==> src/rtl/ppc_pkg.sv <==
package ppc_pkg;

  typedef enum logic [2:0] {
    ST_INIT,
    ST_MODE,
    ST_GAP,
    ST_PARAM,
    ST_ADDR,
    ST_DEAD,
    ST_IDLE
  } seq_state_t;

  localparam int MKEY_W = 2;
  localparam int PKEY_W = 3;

  localparam logic [MKEY_W-1:0] MK_BLOW = 2'd1;
  localparam logic [MKEY_W-1:0] MK_TRY  = 2'd2;
  localparam logic [MKEY_W-1:0] MK_READ = 2'd3;
  localparam logic [MKEY_W-1:0] MKEY_MAX = 2'd3;

  localparam logic [PKEY_W-1:0] PK_SENS = 3'd1;
  localparam logic [PKEY_W-1:0] PK_OFFS = 3'd2;
  localparam logic [PKEY_W-1:0] PK_FAC  = 3'd3;
  localparam logic [PKEY_W-1:0] PK_MRG  = 3'd4;
  localparam logic [PKEY_W-1:0] PKEY_MAX = 3'd4;

  function automatic int max4(int a, int b, int c, int d);
    int m;
    m = a;
    if (b > m) m = b;
    if (c > m) m = c;
    if (d > m) m = d;
    return m;
  endfunction

endpackage

==> src/rtl/ppc_sat_counter.sv <==
module ppc_sat_counter #(
  parameter int W = 4
) (
  input  logic         clk,
  input  logic         rst_n,
  input  logic         clr,
  input  logic         load,
  input  logic [W-1:0] load_val,
  input  logic         inc,
  input  logic [W-1:0] cap,
  output logic [W-1:0] q
);

  logic [W-1:0] q_r;
  logic [W-1:0] q_n;

  always_comb begin
    q_n = q_r;
    if (clr) begin
      q_n = '0;
    end else if (load) begin
      q_n = load_val;
    end else if (inc && (q_r < cap)) begin
      q_n = q_r + 1'b1;
    end
  end

  always_ff @(posedge clk or negedge rst_n) begin
    if (!rst_n) begin
      q_r <= '0;
    end else begin
      q_r <= q_n;
    end
  end

  assign q = q_r;

  AST_SAT_CAP: assert property (@(posedge clk) disable iff (!rst_n)
    (inc && !clr && !load && (q_r <= cap)) |=> (q_r <= $past(cap)));

endmodule

==> src/rtl/ppc_try_reg.sv <==
module ppc_try_reg #(
  parameter int W = 7
) (
  input  logic         clk,
  input  logic         rst_n,
  input  logic         wr,
  input  logic [W-1:0] d,
  output logic [W-1:0] q
);

  logic [W-1:0] q_r;

  always_ff @(posedge clk or negedge rst_n) begin
    if (!rst_n) begin
      q_r <= '0;
    end else if (wr) begin
      q_r <= d;
    end
  end

  assign q = q_r;

  AST_TRY_HOLD: assert property (@(posedge clk) disable iff (!rst_n)
    !wr |=> $stable(q_r));

endmodule

==> src/rtl/ppc_seq.sv <==
module ppc_seq
  import ppc_pkg::*;
(
  input  logic              clk,
  input  logic              rst_n,
  input  logic              ev_mid,
  input  logic              ev_high,
  input  logic              ev_blow,
  input  logic [MKEY_W-1:0] mode_key,
  input  logic [PKEY_W-1:0] param_key,
  output seq_state_t        state,
  output logic              mkey_inc,
  output logic              pkey_clr,
  output logic              pkey_inc,
  output logic              addr_clr,
  output logic              addr_load,
  output logic              addr_inc,
  output logic              blow_fire
);

  seq_state_t st_r;
  seq_state_t st_n;

  always_comb begin
    st_n      = st_r;
    mkey_inc  = 1'b0;
    pkey_clr  = 1'b0;
    pkey_inc  = 1'b0;
    addr_clr  = 1'b0;
    addr_load = 1'b0;
    addr_inc  = 1'b0;
    blow_fire = 1'b0;
    case (st_r)
      ST_INIT: begin
        if (ev_high) st_n = ST_MODE;
      end
      ST_MODE: begin
        if (ev_high) st_n = ST_GAP;
        else if (ev_mid) mkey_inc = 1'b1;
      end
      ST_GAP: begin
        if (ev_high) begin
          if (mode_key == '0) begin
            st_n = ST_IDLE;
          end else begin
            st_n     = ST_PARAM;
            pkey_clr = 1'b1;
            addr_clr = 1'b1;
          end
        end
      end
      ST_PARAM: begin
        if (ev_high) begin
          if (param_key == '0) begin
            st_n = ST_IDLE;
          end else begin
            st_n      = ST_ADDR;
            addr_load = 1'b1;
          end
        end else if (ev_mid) begin
          pkey_inc = 1'b1;
        end
      end
      ST_ADDR: begin
        if (mode_key == MK_BLOW) begin
          if (ev_blow) begin
            blow_fire = 1'b1;
            st_n      = ST_DEAD;
          end else if (ev_mid) begin
            addr_inc = 1'b1;
          end
        end else begin
          if (ev_high) begin
            st_n     = ST_PARAM;
            pkey_clr = 1'b1;
            addr_clr = 1'b1;
          end else if (ev_mid) begin
            addr_inc = 1'b1;
          end
        end
      end
      ST_DEAD: st_n = ST_DEAD;
      ST_IDLE: st_n = ST_IDLE;
      default: st_n = ST_IDLE;
    endcase
  end

  always_ff @(posedge clk or negedge rst_n) begin
    if (!rst_n) begin
      st_r <= ST_INIT;
    end else begin
      st_r <= st_n;
    end
  end

  assign state = st_r;

  AST_INIT_WAITS: assert property (@(posedge clk) disable iff (!rst_n)
    (st_r == ST_INIT && !ev_high) |=> (st_r == ST_INIT));

  AST_DEAD_STICKS: assert property (@(posedge clk) disable iff (!rst_n)
    (st_r == ST_DEAD) |=> (st_r == ST_DEAD));

  AST_IDLE_STICKS: assert property (@(posedge clk) disable iff (!rst_n)
    (st_r == ST_IDLE) |=> (st_r == ST_IDLE));

  AST_BLOW_ONLY_ADDR: assert property (@(posedge clk) disable iff (!rst_n)
    (st_r != ST_ADDR) |=> (st_r != ST_DEAD || $past(st_r) == ST_DEAD));

endmodule

==> src/rtl/pulse_prog_ctrl.sv <==
module pulse_prog_ctrl
  import ppc_pkg::*;
#(
  parameter int SENS_W = 7,
  parameter int OFFS_W = 6,
  parameter int FAC_W  = 4,
  parameter int MRG_W  = 4,
  localparam int ADDR_W = ppc_pkg::max4(SENS_W, OFFS_W, FAC_W, MRG_W)
) (
  input  logic              clk,
  input  logic              rst_n,
  input  logic              evt_mid,
  input  logic              evt_high,
  input  logic              evt_blow,
  input  logic [SENS_W-1:0] fuse_sens,
  input  logic [OFFS_W-1:0] fuse_offs,
  output logic [1:0]        mode_key,
  output logic [2:0]        param_key,
  output logic [ADDR_W-1:0] addr_count,
  output logic [SENS_W-1:0] trim_sens,
  output logic [OFFS_W-1:0] trim_offs,
  output logic              fuse_blow_req,
  output logic              fuse_rd_en,
  output logic              pwr_cycle_req
);

  localparam logic [ADDR_W-1:0] TRY_CAP_SENS = ADDR_W'((1 << SENS_W) - 1);
  localparam logic [ADDR_W-1:0] TRY_CAP_OFFS = ADDR_W'((1 << OFFS_W) - 1);
  localparam logic [ADDR_W-1:0] TRY_CAP_FAC  = ADDR_W'((1 << FAC_W) - 1);
  localparam logic [ADDR_W-1:0] TRY_CAP_MRG  = ADDR_W'((1 << MRG_W) - 1);
  localparam logic [ADDR_W-1:0] BIT_CAP_SENS = ADDR_W'(SENS_W - 1);
  localparam logic [ADDR_W-1:0] BIT_CAP_OFFS = ADDR_W'(OFFS_W - 1);
  localparam logic [ADDR_W-1:0] BIT_CAP_FAC  = ADDR_W'(FAC_W - 1);
  localparam logic [ADDR_W-1:0] BIT_CAP_MRG  = ADDR_W'(MRG_W - 1);

  // resolved strobes: blow over high over mid
  logic ev_blow;
  logic ev_high;
  logic ev_mid;

  assign ev_blow = evt_blow;
  assign ev_high = evt_high & ~evt_blow;
  assign ev_mid  = evt_mid & ~evt_high & ~evt_blow;

  seq_state_t        state;
  logic              mkey_inc;
  logic              pkey_clr;
  logic              pkey_inc;
  logic              addr_clr;
  logic              addr_load;
  logic              addr_inc;
  logic              blow_fire;
  logic [MKEY_W-1:0] mkey_q;
  logic [PKEY_W-1:0] pkey_q;
  logic [ADDR_W-1:0] addr_q;
  logic [ADDR_W-1:0] addr_cap;
  logic [ADDR_W-1:0] addr_seed;
  logic [SENS_W-1:0] try_sens;
  logic [OFFS_W-1:0] try_offs;
  logic              in_try_addr;
  logic              wr_sens;
  logic              wr_offs;
  logic              blow_req_r;

  ppc_seq u_seq (
    .clk       (clk),
    .rst_n     (rst_n),
    .ev_mid    (ev_mid),
    .ev_high   (ev_high),
    .ev_blow   (ev_blow),
    .mode_key  (mkey_q),
    .param_key (pkey_q),
    .state     (state),
    .mkey_inc  (mkey_inc),
    .pkey_clr  (pkey_clr),
    .pkey_inc  (pkey_inc),
    .addr_clr  (addr_clr),
    .addr_load (addr_load),
    .addr_inc  (addr_inc),
    .blow_fire (blow_fire)
  );

  ppc_sat_counter #(.W(MKEY_W)) u_mkey (
    .clk      (clk),
    .rst_n    (rst_n),
    .clr      (1'b0),
    .load     (1'b0),
    .load_val ('0),
    .inc      (mkey_inc),
    .cap      (MKEY_MAX),
    .q        (mkey_q)
  );

  ppc_sat_counter #(.W(PKEY_W)) u_pkey (
    .clk      (clk),
    .rst_n    (rst_n),
    .clr      (pkey_clr),
    .load     (1'b0),
    .load_val ('0),
    .inc      (pkey_inc),
    .cap      (PKEY_MAX),
    .q        (pkey_q)
  );

  // per-register addressing limit: full code in try, top bit index otherwise
  always_comb begin
    addr_cap = '0;
    if (mkey_q == MK_TRY) begin
      case (pkey_q)
        PK_SENS: addr_cap = TRY_CAP_SENS;
        PK_OFFS: addr_cap = TRY_CAP_OFFS;
        PK_FAC:  addr_cap = TRY_CAP_FAC;
        PK_MRG:  addr_cap = TRY_CAP_MRG;
        default: addr_cap = '0;
      endcase
    end else begin
      case (pkey_q)
        PK_SENS: addr_cap = BIT_CAP_SENS;
        PK_OFFS: addr_cap = BIT_CAP_OFFS;
        PK_FAC:  addr_cap = BIT_CAP_FAC;
        PK_MRG:  addr_cap = BIT_CAP_MRG;
        default: addr_cap = '0;
      endcase
    end
  end

  // resume point when entering addressing
  always_comb begin
    addr_seed = '0;
    if (mkey_q == MK_TRY) begin
      if (pkey_q == PK_SENS) addr_seed = ADDR_W'(try_sens);
      else if (pkey_q == PK_OFFS) addr_seed = ADDR_W'(try_offs);
    end
  end

  ppc_sat_counter #(.W(ADDR_W)) u_addr (
    .clk      (clk),
    .rst_n    (rst_n),
    .clr      (addr_clr),
    .load     (addr_load),
    .load_val (addr_seed),
    .inc      (addr_inc),
    .cap      (addr_cap),
    .q        (addr_q)
  );

  assign in_try_addr = (state == ST_ADDR) && (mkey_q == MK_TRY);
  assign wr_sens     = in_try_addr && (pkey_q == PK_SENS);
  assign wr_offs     = in_try_addr && (pkey_q == PK_OFFS);

  ppc_try_reg #(.W(SENS_W)) u_try_sens (
    .clk   (clk),
    .rst_n (rst_n),
    .wr    (wr_sens),
    .d     (addr_q[SENS_W-1:0]),
    .q     (try_sens)
  );

  ppc_try_reg #(.W(OFFS_W)) u_try_offs (
    .clk   (clk),
    .rst_n (rst_n),
    .wr    (wr_offs),
    .d     (addr_q[OFFS_W-1:0]),
    .q     (try_offs)
  );

  always_ff @(posedge clk or negedge rst_n) begin
    if (!rst_n) begin
      blow_req_r <= 1'b0;
    end else begin
      blow_req_r <= blow_fire;
    end
  end

  assign mode_key      = mkey_q;
  assign param_key     = pkey_q;
  assign addr_count    = addr_q;
  assign trim_sens     = fuse_sens | try_sens;
  assign trim_offs     = fuse_offs | try_offs;
  assign fuse_blow_req = blow_req_r;
  assign fuse_rd_en    = (state == ST_ADDR) && (mkey_q == MK_READ);
  assign pwr_cycle_req = (state == ST_DEAD);

  AST_BLOW_SINGLE: assert property (@(posedge clk) disable iff (!rst_n)
    fuse_blow_req |=> (!fuse_blow_req && pwr_cycle_req));

  AST_BLOW_FREEZE: assert property (@(posedge clk) disable iff (!rst_n)
    pwr_cycle_req |=> ($stable(addr_count) && $stable(param_key) && $stable(mode_key)));

  AST_RD_NOT_DEAD: assert property (@(posedge clk) disable iff (!rst_n)
    fuse_rd_en |-> !pwr_cycle_req);

endmodule

==> config.mk <==
export PLATFORM = sky130hd
export DESIGN_NAME = pulse_prog_ctrl
export DESIGN_NICKNAME = d
export VERILOG_FILES = /design/src/rtl/ppc_pkg.sv /design/src/rtl/ppc_sat_counter.sv /design/src/rtl/ppc_try_reg.sv /design/src/rtl/ppc_seq.sv /design/src/rtl/pulse_prog_ctrl.sv
export SDC_FILE = /design/constraint.sdc
export NUM_CORES = 1
export LEC_CHECK = 0
export ABC_AREA = 1
export BUFFER_PORTS_ARGS = -buffer_cell sky130_fd_sc_hd__buf_2
export CAP_MARGIN = 20
export CELL_PAD_IN_SITES_DETAIL_PLACEMENT = 1
export CELL_PAD_IN_SITES_GLOBAL_PLACEMENT = 1
export CORE_UTILIZATION = 40
export CTS_BUF_LIST = sky130_fd_sc_hd__clkbuf_2
export CTS_CLUSTER_DIAMETER = 50
export DETAILED_ROUTE_END_ITERATION = 16
export MAX_ROUTING_LAYER = met4
export PLACE_DENSITY = 0.85
export SLEW_MARGIN = 25
export SYNTH_ARGS = -nofsm -noshare
export SYNTH_HDL_FRONTEND = slang
export SYNTH_HIERARCHICAL = 1
export SYNTH_SLANG_ARGS = --single-unit
==> constraint.sdc <==
create_clock -name clk -period 2.3 [get_ports clk]
set_clock_uncertainty 0.05 [all_clocks]
set_input_delay 0 -clock clk [delete_from_list [all_inputs] [get_ports clk]]
set_output_delay 0 -clock clk [all_outputs]
set_load 0.05 [all_outputs]
### Yosys cells after proc, flatten, opt, wreduce, memory -nomap -nowiden

Index checks and enable logic that the tools add are counted.

* add/subtract/negate cells: 3
* muxes and demuxes: 39
* bitwise gates (word level): 7
* reductions and logical operators: 14
* order comparisons: 3
* equal/unequal tests: 18

Operators with widths (count)
* 7-bit two-way mux: 6
* 3-bit two-way mux: 10
* 7-bit one-hot mux with 3 select lines: 1
* 3-bit one-hot mux with 6 select lines: 1
* 1-bit two-way mux: 17
* 3-bit by 2-bit == test with 1-bit output (second input constant): 4
* 3-bit == test (second input constant): 3
* 3-bit one-hot mux with 3 select lines: 1
* 2-bit inequality test (second input constant): 4
* 7-bit by 1-bit adder with 7-bit output (second input constant): 1
* 1-bit logical AND: 7
* 7-bit < comparator: 1
* 7-bit bitwise OR: 1
* 3-bit by 1-bit == test with 1-bit output (second input constant): 2
* 3-bit logical NOT: 2
* 6-bit two-way mux: 1
* 6-bit bitwise OR: 1
* 6-bit AND reduction: 1
* 2-bit == test (second input constant): 2
* 3-bit by 1-bit adder with 3-bit output (second input constant): 1
* 1-bit AND: 3
* 3-bit < comparator (second input constant): 1
* 3-bit by 2-bit inequality test with 1-bit output (second input constant): 1
* 3-bit inequality test (second input constant): 1
* 10 further kinds: 11

* output and inout bits: 28
* bits of input ports: 18
* flip-flop bits (word level): 29

### Depth between registers and ports, before layout

Gate-level depths: netlist of run 1.

* depth after elaboration: 11
* mapped depth: 16
* depth with buffers taken out: 16

### Hierarchy

Netlist of run 1, hierarchy kept.

By module, submodules not included
* ppc_sat_counter at u_addr: area each 686.9 um^2, sequential area each 175.2 um^2, instances 1, cells an instance 103
* pulse_prog_ctrl: area each 402.9 um^2, sequential area each 25.0 um^2, instances 1, cells an instance 75
* ppc_seq: area each 360.3 um^2, sequential area each 75.1 um^2, instances 1, cells an instance 64
* ppc_sat_counter at u_pkey: area each 274.0 um^2, sequential area each 75.1 um^2, instances 1, cells an instance 42
* ppc_try_reg at u_try_sens: area each 269.0 um^2, sequential area each 175.2 um^2, instances 1, cells an instance 30
* ppc_try_reg at u_try_offs: area each 221.5 um^2, sequential area each 150.1 um^2, instances 1, cells an instance 25
* ppc_sat_counter at u_mkey: area each 176.4 um^2, sequential area each 50.0 um^2, instances 1, cells an instance 28

### Worst setup path after synthesis of run 1

No wires, ideal clock.

* kind: register to register
* start: reg u_mkey.q_r[1] (netlist: u_mkey/q[1])
* end: reg u_addr.q_r[5] (netlist: u_addr/q[5])
* path slack: -0.086 ns
* arrival time: 2.217 ns
* setup time: 0.119 ns
* data required time: 2.131 ns
* buffers on the path: 1
* period minus slack after synthesis: 2.386 ns
* stages on the path, launching flop included: 15
* path through: dfrtp_1 > inv_1 > nor2_4 > buf_4 > nand2_1 > inv_1 > inv_1 > ha_1 > nand2_2 > a21oi_1 > nor2_2 > nand2_4 > nand2_4 > nand3_1 > nand2_1

* cells in the longest elaborated chain, start to end: 5
* elaborated cells on any way between the ends: 16

Ends and longest elaborated chain
* start, declared: line ppc_sat_counter.sv:14 `logic [W-1:0] q_r;`
* start signal, assigned: line ppc_sat_counter.sv:32 `q_r <= q_n;`
* 2-bit == test: line pulse_prog_ctrl.sv:108 `if (mkey_q == MK_TRY) begin`
* 7-bit two-way mux: line pulse_prog_ctrl.sv:108
* via addr_cap[4]: line pulse_prog_ctrl.sv:56 `logic [ADDR_W-1:0] addr_cap;`
* 7-bit < comparator: line ppc_sat_counter.sv:23 `end else if (inc && (q_r < cap)) begin`
* 1-bit logical AND: line ppc_sat_counter.sv:23
* 3-bit nonzero test (no source line)
* end signal, assigned: line ppc_sat_counter.sv:32
* end, declared: line ppc_sat_counter.sv:14

The timed path passes the listed nets, and every way through them passes these cells.
A chain may end at the register's enable or synchronous reset.

### Worst setup path in the final report of run 1

* start: reg u_pkey.q_r[1] (netlist: u_pkey/q[1])
* end: reg u_addr.q_r[5] (netlist: u_addr/q[5])

* cells in the longest elaborated chain, start to end: 7
* elaborated cells on any way between the ends: 20

Ends and longest elaborated chain
* start, declared: line ppc_sat_counter.sv:14
* start signal, assigned: line ppc_sat_counter.sv:32
* 3-bit == test or 3-bit by 2-bit == test with 1-bit output (tied branches): line pulse_prog_ctrl.sv:109 `case (pkey_q)`
* 2-bit OR reduction (no source line)
* 7-bit one-hot mux with 3 select lines (*): line pulse_prog_ctrl.sv:109
* 7-bit two-way mux (*): line pulse_prog_ctrl.sv:108
* via addr_cap[4]: line pulse_prog_ctrl.sv:56
* 7-bit < comparator (*): line ppc_sat_counter.sv:23
* 1-bit logical AND (*): line ppc_sat_counter.sv:23
* 3-bit nonzero test (no source line) (*)

Mark *: on every way through the listed nets, which the timed path passes. The rest lies on a longest branch.

==> results.md, run 1 <==
- Nets: 475
- R2R Path End: u_addr/q[5]$_DFFE_PN0P_
- Top_reg_cell synth: dfrtp_1
- Final setup fails: 0
- Ratio of cells with drive above 1 in the final layout: 28.0%
- Die X: 79.3 um
- Die height: 79.3 um
- I/O Pins: 46
- VDD IR max: 0.000321 V
- Clock Sinks: 29
- Cells after synthesis: 367
- Actual slew at the worst max-slew pin: 0.677 ns
- Port Buffers: 45
- Post-synthesis xor/xnor area fraction: 0%
- Mux contribution to synthesized area: 0%
- DPL Wire Length: 5.33 mm
- Final ANT Viol Nets: 0
- Crit share post-route: 93.8%
- Synth warn: 6
- WL final: 6.86 mm
- Fin. Hold Viols: 0
- Area delta synth->final: 20.8%
- MaxCap Viol Count: 0
- Highest clock rate: 464 MHz
- Fin cells: 519
- Sequential share of the synthesized area: 30.4%
- Adder-Cell Fraction of Synth Area: 5.76%
- Status: complete, no violations
- CP Cell Sequence: inv_2 -> nand3_1 -> nand2_2 -> nand2_1 -> inv_2 -> inv_1 -> ha_1 -> nand2_2 -> a21oi_2 -> nor2_2 -> nand2_4 -> nand2_4 -> nand3_1 -> nand2_1
- Root buf cell: clkbuf_2
- First-pass GRT wire length: 11.4 mm
- Initial antenna violation count: 0
- Pwr/cell area: 777 mW/mm^2
- Max incr delay on CP: 0.49 ns
- Reg2reg path depth: 14
- Library cells used by synthesis: 29
- Area of the core: 0.00564 mm^2
- Rel. slew slack: 54.8%
- Total GRT Usage: 24.4%
- CP Launch Point: u_pkey/q[1]$_DFFE_PN0P_
- Initial Util: 42.4%
- Die area: 0.00629 mm^2
- Final Power: 0.00224 W
- Worst skew pair latency: 0.38 ns
- Pre-antenna DRT Iters: 4
- Critical path class: register to register
- Critical Path Fanout Max: 8
- Cts bufs inserted: 5
- Vias per cell: 4.93
- Gpl congestion: 0.836
- Fillers: 802
- EDFF count, synth: 0
- Starting DRT DRC Count: 101
- Share of the synthesized area in the top cell type: 30.4%
- Crit. End Element: register
- Flop-to-flop setup slack: 0.14 ns
- H-Tree Depth: 2
- Largest net degree at the start of global routing: 30
- FFs w/ async S/R, synth: 100%
- Yosys reg bits: 29
- Drt wl/cell: 13.2 um
- Critical Path AT: 2.41 ns
- Antenna cell count: 0
- Leading post-synthesis cells by cell area: dfrtp_1 30%, nand2_1 20%, nand3_1 11%, inv_1 6.9%, ha_1 5.8%
- DRC: 0
- CP Data Required Time: 2.55 ns
- Post-synthesis simple-gate area fraction: 49.1%
- Synthesized area: 0.00239 mm^2
- CTS tree: built
- Vias in the first global route: 2519
- Worst r2r src: u_pkey/q[1]$_DFFE_PN0P_
- Total global routing overflow: 0
- Via count: 2557
- Setup crit start kind: register
- Synth Area in Compound Gates: 3.56%
- Leak Pwr: 1.69 nW
- Hold WC Path Type: primary input to async pin
- Yosys top cell by area: dfrtp_1
- Largest family of logic cells by synthesized area: simple AND/OR/NAND/NOR gates
- Worst setup path endpoint: u_addr/q[5]$_DFFE_PN0P_
- Post-Place Cells: 503
- Max Buffers Root-to-Sink: 2
- Final min period: 2.16 ns
- Fin util: 51.2%
- Row Count: 27
- Worst path slowest cell: dfrtp_2
- Reg clk slew, reported paths: 0.18 ns
- Mean area per synthesized cell: 6.52 um^2
- Max-slew violations: 0
metrics by stage:
stage,setup slack (ns),setup TNS (ns),hold slack (ns),instance area (um^2)
6_report,0.143,0,0.113,2890
5_1_grt,-0.0237,-0.0237,0.174,2890
4_1_cts,0.0544,0,0.125,2820
3_5_place_dp,0.104,0,0.0280,2760
3_3_place_gp,0.263,0,0.0289,2760
2_1_floorplan,0.0263,0,-0.346,2470
flip-flops by register name, summed over array words and instances, names as in the netlist:
| signal | flops |
|---|---|
| u_try_sens/q | 7 |
| u_addr/q | 7 |
| u_seq/state | 3 |
| u_mkey/q | 2 |
| u_try_offs/q | 6 |
| fuse_blow_req | 1 |
| u_pkey/q | 3 |
worst min path at each step:
stage | slack [ns] | to | from
2_1_floorplan | -0.35 | fuse_blow_req$_DFF_PN0_ | rst_n
3_3_place_gp | 0.03 | u_try_offs/q[2]$_DFFE_PN0P_ | rst_n
3_5_place_dp | 0.03 | u_try_offs/q[0]$_DFFE_PN0P_ | rst_n
4_1_cts | 0.13 | fuse_blow_req$_DFF_PN0_ | rst_n
5_1_grt | 0.17 | u_seq/state[0]$_DFFE_PN0P_ | evt_high
6_report | 0.11 | u_seq/state[0]$_DFFE_PN0P_ | rst_n
cell type report:
type | count | area (um^2) | area share, %
clock buffers | 6 | 30.0 | 1.04
clock inverters | 2 | 10.0 | 0.346
inverters | 54 | 204 | 7.06
multi-input cells | 298 | 1490 | 51.7
flip-flops and latches | 29 | 731 | 25.3
well taps | 72 | 90.1 | 3.12
repair buffers | 58 | 332 | 11.5
logic make-up (layout without fill, tap and decap cells):
| group | after synthesis | after routing |
|---|---|---|
| buffers and inverters | 60 | 120 |
| and+or+nand+nor | 249 | 249 |
| DFF | 29 | 29 |
| adders and majority gates | 11 | 11 |
| other | 2 | 22 |
| AOI/OAI and AO/OA | 16 | 16 |
cell usage after synthesis, types with 4 or more instances:
| cell | n |
|---|---|
| nand2_1 | 127 |
| nand3_1 | 51 |
| inv_1 | 44 |
| dfrtp_1 | 29 |
| nor2_1 | 23 |
| or2_2 | 13 |
| ha_1 | 11 |
| nand2_2 | 10 |
| inv_2 | 7 |
| nor2_2 | 7 |
| a21oi_1 | 6 |
| nor2_4 | 6 |
| o21ai_0 | 5 |
| nand2_4 | 4 |
critical path: cells and delay by family, from the launching register on:
family                     cells  cell delay, ns
AOI/OAI and AO/OA              1            0.04
and+or+nand+nor                9            0.97
adders and majority gates      1            0.31
DFF                            1            0.49
buffers and inverters          3            0.22
placed cells by master (no fill, tap or decap), types with 6 or more instances in the layout:
cell / n
or2_2: 13
ha_1: 11
inv_2: 10
buf_2: 45
nand2_1: 125
conb_1: 22
nand2_2: 12
nor2_1: 23
inv_1: 41
clkbuf_2: 6
dfrtp_1: 25
nand3_1: 51
nor2_4: 6
nor2_2: 7
buf_4: 10
timing repair:
item,CTS,global route
hold buffers,2,0
buffers inserted,0,6
gates resized for setup,0,11
hold endpoints to repair,31,0
endpoints found under the setup margin,0,7
metal layers:
layer  share of wire, %  wire length (um)  GRT usage [%]
met2                 51              3480           42.7
met5                  0                 0              -
met1                 45              3060           28.3
met3                3.7               257           4.25
met4               0.90                62           7.64
power by group:
group	internal, W	switching [W]
combinational	0.000394	0.000816
sequential	0.000589	0.000178
clock	0.0000764	0.000192
total	0.00106	0.00119
(Power assumes the default switching activity.)
==> run 2: changes to the inputs <==
--- a/config.mk
+++ b/config.mk
@@ -19,5 +19,4 @@
 export SLEW_MARGIN = 25
 export SYNTH_ARGS = -nofsm -noshare
 export SYNTH_HDL_FRONTEND = slang
-export SYNTH_HIERARCHICAL = 1
 export SYNTH_SLANG_ARGS = --single-unit
==> run 2 against run 1 <==
Synthesized area is 16% lower. Cell count is 25% lower. Synthesized cell count is 27% lower. Critical path type unchanged. Sequential share of layout area is 4.3 points higher. Sequential power is 2% higher.
==> results.md, run 2 <==
- Mean area per synthesized cell: 7.47 um^2 (+15%)
- Vias in the first global route: 1952 (-23%)
- Setup Total Neg Slack: 0 ns (unchanged)
- Actual slew at the worst max-slew pin: 0.672 ns (-0.00552 ns)
- Setup crit start kind: register
- Highest clock rate: 439 MHz (-5.2%)
- EDFF count, synth: 0 (unchanged)
- Area delta synth->final: 23.0%
- Initial antenna violation count: 0 (unchanged)
- Cts bufs inserted: 5 (unchanged)
- Synth warn: 0 (-6)
- Drt wl/cell: 14.5 um (+9.7%)
- Die area: 0.00529 mm^2 (-16%)
- Row Count: 25 (-7.4%)
- Library cells used by synthesis: 31 (+6.9%)
- Count leader, synth: nand2_1
- Top_reg_cell synth: dfrtp_1
- Critical Path Fanout Max: 8 (unchanged)
- CTS tree: built
- Crit. End Element: register
- Vias per cell: 5.02 (+2.0%)
- Sequential share of the synthesized area: 36.3% (+5.9 points)
- VDD IR max: 0.000542 V (+69%)
- Area of the core: 0.00475 mm^2 (-16%)
- Share of the synthesized area in the top cell type: 36.3% (+5.9 points)
- Post-synth top cells: 75 x nand2_1, 30 x inv_1, 29 x dfrtp_1
- Worst skew pair latency: 0.37 ns (about the same)
- WL final: 5.66 mm (-18%)
- Cells after synthesis: 268 (-27%)
- Via count: 1959 (-23%)
- First-pass GRT wire length: 9.14 mm (-20%)
- MaxCap Viol Count: 0 (unchanged)
- Leak Pwr: 1.32 nW (-22%)
- Most frequent cells in the layout: 72 x nand2_1, 45 x buf_2, 27 x inv_1, 26 x nand3_1, 26 x dfrtp_1
- Hold WC Path Type: primary input to register
- Crit share post-route: 99.0% (+5.2 points)
- Final ANT Viol Nets: 0 (unchanged)
- Yosys reg bits: 29 (unchanged)
- Yosys top cell by area: dfrtp_1
- Total GRT Usage: 23.5% (-0.89 points)
- CP Data Required Time: 2.58 ns (+0.03 ns)
- DPL Wire Length: 4.22 mm (-21%)
- Antenna cell count: 0 (unchanged)
- Die height: 72.7 um (-8.3%)
- Nets: 355 (-25%)
- FFs w/ async S/R, synth: 100% (unchanged)
- Status: complete, no violations
- Syn nets: 301
- I/O Pins: 46 (unchanged)
- Leading post-synthesis cells by cell area: dfrtp_1 36%, nand2_1 14%, ha_1 9.4%, nand3_1 6.5%, o21ai_0 5.8%
- Critical Path AT: 2.55 ns (+0.14 ns)
- Initial Util: 42.1% (-0.30 points)
- Leading cell type in the layout, fill and taps excluded: nand2_1
- Ratio of cells with drive above 1 in the final layout: 31.3% (+3.3 points)
- Largest net degree at the start of global routing: 30 (unchanged)
- Synthesized area: 0.00200 mm^2 (-16%)
- Fillers: 623 (-22%)
- Critical path class: register to register
- Pre-antenna DRT Iters: 4 (unchanged)
- Die X: 72.7 um (-8.3%)
- Clock Sinks: 29 (unchanged)
- DRC: 0 (unchanged)
- Final setup fails: 0 (unchanged)
- Reg clk slew, reported paths: 0.16 ns (-0.02 ns)
- Fin util: 51.8% (+0.55 points)
- Fin. Hold Viols: 0 (unchanged)
- Gpl congestion: 0.838 (+0.14%)
- Max Buffers Root-to-Sink: 2 (unchanged)
- Root buf cell: clkbuf_2
- Rel. slew slack: 55.2% (+0.37 points)
- Pwr/cell area: 991 mW/mm^2 (+28%)
- Starting DRT DRC Count: 100 (-0.99%)
- Total global routing overflow: 0 (unchanged)
- Port Buffers: 45 (unchanged)
- H-Tree Depth: 2 (unchanged)
- Final min period: 2.28 ns (+0.119 ns)
- Max-slew violations: 0 (unchanged)
run 2: cell types whose count changed in the layout (fill, tap and decap cells not counted), sizes merged, moves of 2 or more:
| cell | delta |
|---|---|
| nand2 | -61 |
| nand3 | -25 |
| nor2 | -17 |
| inv | -18 |
| clkinv | -2 |
| conb | -22 |
| buf | -8 |
| a31oi | +2 |
| a21oi | +6 |
| o21ai | +17 |
| ha | +4 |
| xor2 | +2 |
run 2: repair_timing:
action                                 CTS  global route
endpoints found under the hold margin   30             0
buffers inserted                         0             2
gates resized for setup                  0            21
hold buffers                             2             0
setup endpoints to repair                0             7
run 2: per-stage QoR:
step           hold WS [ns]  area (um^2)  setup slack (ns)  instances  power [W]
3_5_place_dp         0.0315         2310            0.0417        378    0.00204
5_1_grt               0.102         2460            -0.132        390    0.00265
2_1_floorplan        -0.346         2010           0.00559        268    0.00170
3_3_place_gp         0.0255         2310             0.107        378    0.00199
4_1_cts              0.0401         2370           0.00832        388    0.00231
6_report             0.0628         2460            0.0235        390    0.00244
run 2: cells by family after synthesis:
logic type	after synthesis	share of synthesized area [%]
adder cells (fa/ha/maj)	15	9.38
AND/OR/NAND/NOR	144	34.9
XOR/XNOR	2	0.876
buffers and inverters	37	7.57
flip-flops	29	36.3
AO/OA/AOI/OAI	41	11.0
run 2: critical path, stage by stage, from the launching register on:
cell and delay [ns]:
dfrtp_2 0.49, inv_4 0.10, ha_4 0.14, nand2_1 0.08, nand2_2 0.10, nand2_1 0.09, ha_1 0.28, nand2_1 0.09
inv_1 0.06, nand2_1 0.08, nand4_1 0.13, nor2_2 0.20, nand2_4 0.12, nand2_8 0.11, nand2_1 0.06, nand2_1 0.06
run 2: path summary, 6_finish.rpt:
check | to | slack [ns] | startpoint | depth (start not counted)
min in group asynchronous | u_mkey.q[1]$_DFFE_PN0P_ | 0.12 | rst_n | 2
hold / removal | u_mkey.q[0]$_DFFE_PN0P_ | 0.06 | evt_mid | 5
setup / recovery | u_addr.q[5]$_DFFE_PN0P_ | 0.02 | u_pkey.q[1]$_DFFE_PN0P_ | 15
hold reg to reg | u_try_sens.q[5]$_DFFE_PN0P_ | 0.48 | u_try_sens.q[5]$_DFFE_PN0P_ | 2
setup reg to reg | u_addr.q[5]$_DFFE_PN0P_ | 0.02 | u_pkey.q[1]$_DFFE_PN0P_ | 15
max in group asynchronous | u_pkey.q[1]$_DFFE_PN0P_ | 1.62 | rst_n | 2
run 2: power by group:
group	switching, W	internal [W]
Clock	0.000190	0.0000763
Combinational	0.000954	0.000439
Sequential	0.000180	0.000599
Total	0.00132	0.00111
run 2: metal layers:
layer / GRT usage, % / routed length (um) / vias up
li1: - / - / 970
met1: 30.4 / 2530 / 932
met2: 36.9 / 2790 / 49
met3: 4.01 / 246 / 8
met4: 8.93 / 89 / 0
met5: - / 0 / -
run 2: layout make-up:
cell class              instances  area [um^2]  area share (%)
multi-input cells             202         1200            48.7
clock inverters                 2         10.0           0.407
repair buffers                 50          268            10.9
inverters                      34          143            5.80
flip-flops and latches         29          729            29.6
well taps                      67         83.8            3.41
clock buffers                   6         30.0            1.22
==> run 3: changes to the inputs <==
--- a/config.mk
+++ b/config.mk
@@ -10,6 +10,7 @@
 export CAP_MARGIN = 20
 export CELL_PAD_IN_SITES_DETAIL_PLACEMENT = 1
 export CELL_PAD_IN_SITES_GLOBAL_PLACEMENT = 1
+export CORE_MARGIN = 5
 export CORE_UTILIZATION = 40
 export CTS_BUF_LIST = sky130_fd_sc_hd__clkbuf_2
 export CTS_CLUSTER_DIAMETER = 50
==> run 3 against run 2 <==
Total power increased by 5.8%. Sequential share of layout area shrank 0.47 points. Sequential power fell by 2.7%. Global-route usage is 3.9 points lower. Via count is 1.4% higher. Flip-flop and latch count is the same. Highest routed layer unchanged. Count of clock-buffer cells in the layout did not move. Critical path depth is the same. Setup slack improved by 0.031 ns. Critical endpoint is now u_addr.q[0]$_DFFE_PN0P_. Critical path type unchanged. First-iteration DRC count rose by 2.0%.
==> results.md, run 3 (synthesized netlist as in run 2, its figures left out) <==
- Vias per cell: 5.08 (+1.1%)
- Starting DRT DRC Count: 102 (+2.0%)
- Ratio of cells with drive above 1 in the final layout: 30.9% (-0.41 points)
- Setup crit start kind: register
- Leading cell type in the layout, fill and taps excluded: nand2_1
- Cts bufs inserted: 5 (unchanged)
- Max incr delay on CP: 0.45 ns (-0.04 ns)
- CP most frequent cell: nand2_1
- Rel. slew slack: 56.2% (+0.98 points)
- Worst slack, placed: 0.0601 ns (+0.0183 ns)
- Worst skew pair latency: 0.37 ns (about the same)
- Nets: 356 (+0.28%)
- Total GRT Usage: 19.6% (-3.9 points)
- Die height: 80.7 um (+11%)
- Crit. End Element: register
- Final WS setup: 0.0541 ns (+0.0307 ns)
- Clock Sinks: 29 (unchanged)
- CP Data Required Time: 2.58 ns (about the same)
- VDD IR max: 0.000645 V (+19%)
- Area of the core: 0.00479 mm^2 (+0.66%)
- Fin. Hold Viols: 0 (unchanged)
- Antenna cell count: 0 (unchanged)
- Leak Pwr: 1.34 nW (+1.6%)
- Crit share post-route: 97.6% (-1.3 points)
- Cell Area, Placed: 0.00231 mm^2 (unchanged)
- Hold WC Path Type: primary input to register
- Initial Util: 41.8% (-0.28 points)
- Fin cells: 391 (+0.26%)
- Root buf cell: clkbuf_2
- Die X: 80.7 um (+11%)
- WL final: 5.92 mm (+4.6%)
- Vias in the first global route: 2037 (+4.4%)
- Port Buffers: 45 (unchanged)
- Critical Path Fanout Max: 8 (unchanged)
- Largest net degree at the start of global routing: 30 (unchanged)
- Worst r2r src: u_pkey.q[1]$_DFFE_PN0P_
- CP Launch Point: u_pkey.q[1]$_DFFE_PN0P_
- First-pass GRT wire length: 9.67 mm (+5.8%)
- DRC: 0 (unchanged)
- Final setup fails: 0 (unchanged)
- Total global routing overflow: 0 (unchanged)
- Max Buffers Root-to-Sink: 2 (unchanged)
- Die area: 0.00652 mm^2 (+23%)
- Final ANT Viol Nets: 0 (unchanged)
- Status: complete, no violations
- Reg2reg path depth: 15 (unchanged)
- Final min period: 2.25 ns (-0.0307 ns)
- R2R Path End: u_addr.q[0]$_DFFE_PN0P_
- Actual slew at the worst max-slew pin: 0.657 ns (-0.0147 ns)
- Gpl congestion: 0.835 (-0.37%)
- Reg clk slew, reported paths: 0.16 ns (about the same)
- Critical path class: register to register
- Most frequent cells in the layout: 70 x nand2_1, 45 x buf_2, 28 x inv_1, 28 x dfrtp_1, 25 x nand3_1
- Worst path slowest cell: dfrtp_1
- Critical Path AT: 2.52 ns (-0.03 ns)
- Fillers: 644 (+3.4%)
- Initial antenna violation count: 0 (unchanged)
- Pre-antenna DRT Iters: 4 (unchanged)
- I/O Pins: 46 (unchanged)
- CP Cell Sequence: inv_2 -> ha_4 -> nand2_1 -> nand2_2 -> nand2_2 -> ha_1 -> nand2_2 -> inv_1 -> nand2_1 -> nand4_1 -> nor2_2 -> nand2_4 -> nand2_8 -> nand2_1 -> nand2_1
- CTS tree: built
- Area delta synth->final: 24.6%
- Worst setup path endpoint: u_addr.q[0]$_DFFE_PN0P_
- Final Cell Area: 0.00249 mm^2 (+1.3%)
- Highest clock rate: 445 MHz (+1.4%)
- Row Count: 25 (unchanged)
- Post-Place Cells: 378 (unchanged)
- DPL Wire Length: 4.42 mm (+4.8%)
- Flop-to-flop setup slack: 0.05 ns (+0.03 ns)
- Via count: 1986 (+1.4%)
- Drt wl/cell: 15.1 um (+4.3%)
- H-Tree Depth: 2 (unchanged)
- Pwr/cell area: 1030 mW/mm^2 (+4.4%)
- Max-slew violations: 0 (unchanged)
- Final Power: 0.00258 W (+5.8%)
- MaxCap Viol Count: 0 (unchanged)
[run 3: worst min path at each step]
stage	startpoint	end	slack (ns)	cells after the start
global placement	rst_n	u_pkey.q[2]$_DFFE_PN0P_	0.02	1
floorplan	rst_n	fuse_blow_req$_DFF_PN0_	-0.35	0
CTS	evt_mid	u_mkey.q[0]$_DFFE_PN0P_	0.04	5
detailed placement	rst_n	u_pkey.q[2]$_DFFE_PN0P_	0.03	1
global route	evt_mid	u_mkey.q[0]$_DFFE_PN0P_	0.03	5
finish	evt_mid	u_pkey.q[1]$_DFFE_PN0P_	0.06	5
[run 3: timing repair]
action,4_1_cts,5_1_grt
setup buffers,0,3
hold buffers,2,0
endpoints found under the setup margin,3,7
pin swaps,0,5
endpoints found under the hold margin,30,0
gates resized for setup,1,17
[run 3: final cells by class]
type	instances	area [um^2]	share of cell area, %
sequential	29	727	29.2
tap	67	83.8	3.36
inverter	34	138	5.52
timing repair buffer	51	275	11.0
clock inverter	2	33.8	1.36
multi-input combinational	202	1200	48.3
clock buffer	6	30.0	1.20
[run 3: power by group]
group | switching, W | internal, W
logic | 0.000995 | 0.000450
clock network | 0.000191 | 0.000186
registers | 0.000163 | 0.000596
total | 0.00135 | 0.00123
[run 3: worst max-delay path: cells and delay by family, from the launching register on]
kind	cells	cell delay, ns
fa+ha+maj	2	0.45
simple gates	11	1.05
buf+inv	2	0.19
flops	1	0.45
[run 3: routing by layer]
| metal | part of all wire, % | GRT usage (%) |
|---|---|---|
| met1 | 47 | 26.0 |
| met2 | 47 | 30.6 |
| met3 | 4.3 | 3.59 |
| met4 | 1.2 | 5.74 |
| met5 | 0 | - |
[run 3: metrics by stage]
stage,hold slack [ns],util (%),TNS (ns)
2_1_floorplan,-0.346,-,0
3_3_place_gp,0.0208,48.3,0
3_5_place_dp,0.0285,48.3,0
4_1_cts,0.0434,50.1,0
5_1_grt,0.0318,52.1,-0.788
6_report,0.0562,52.1,0
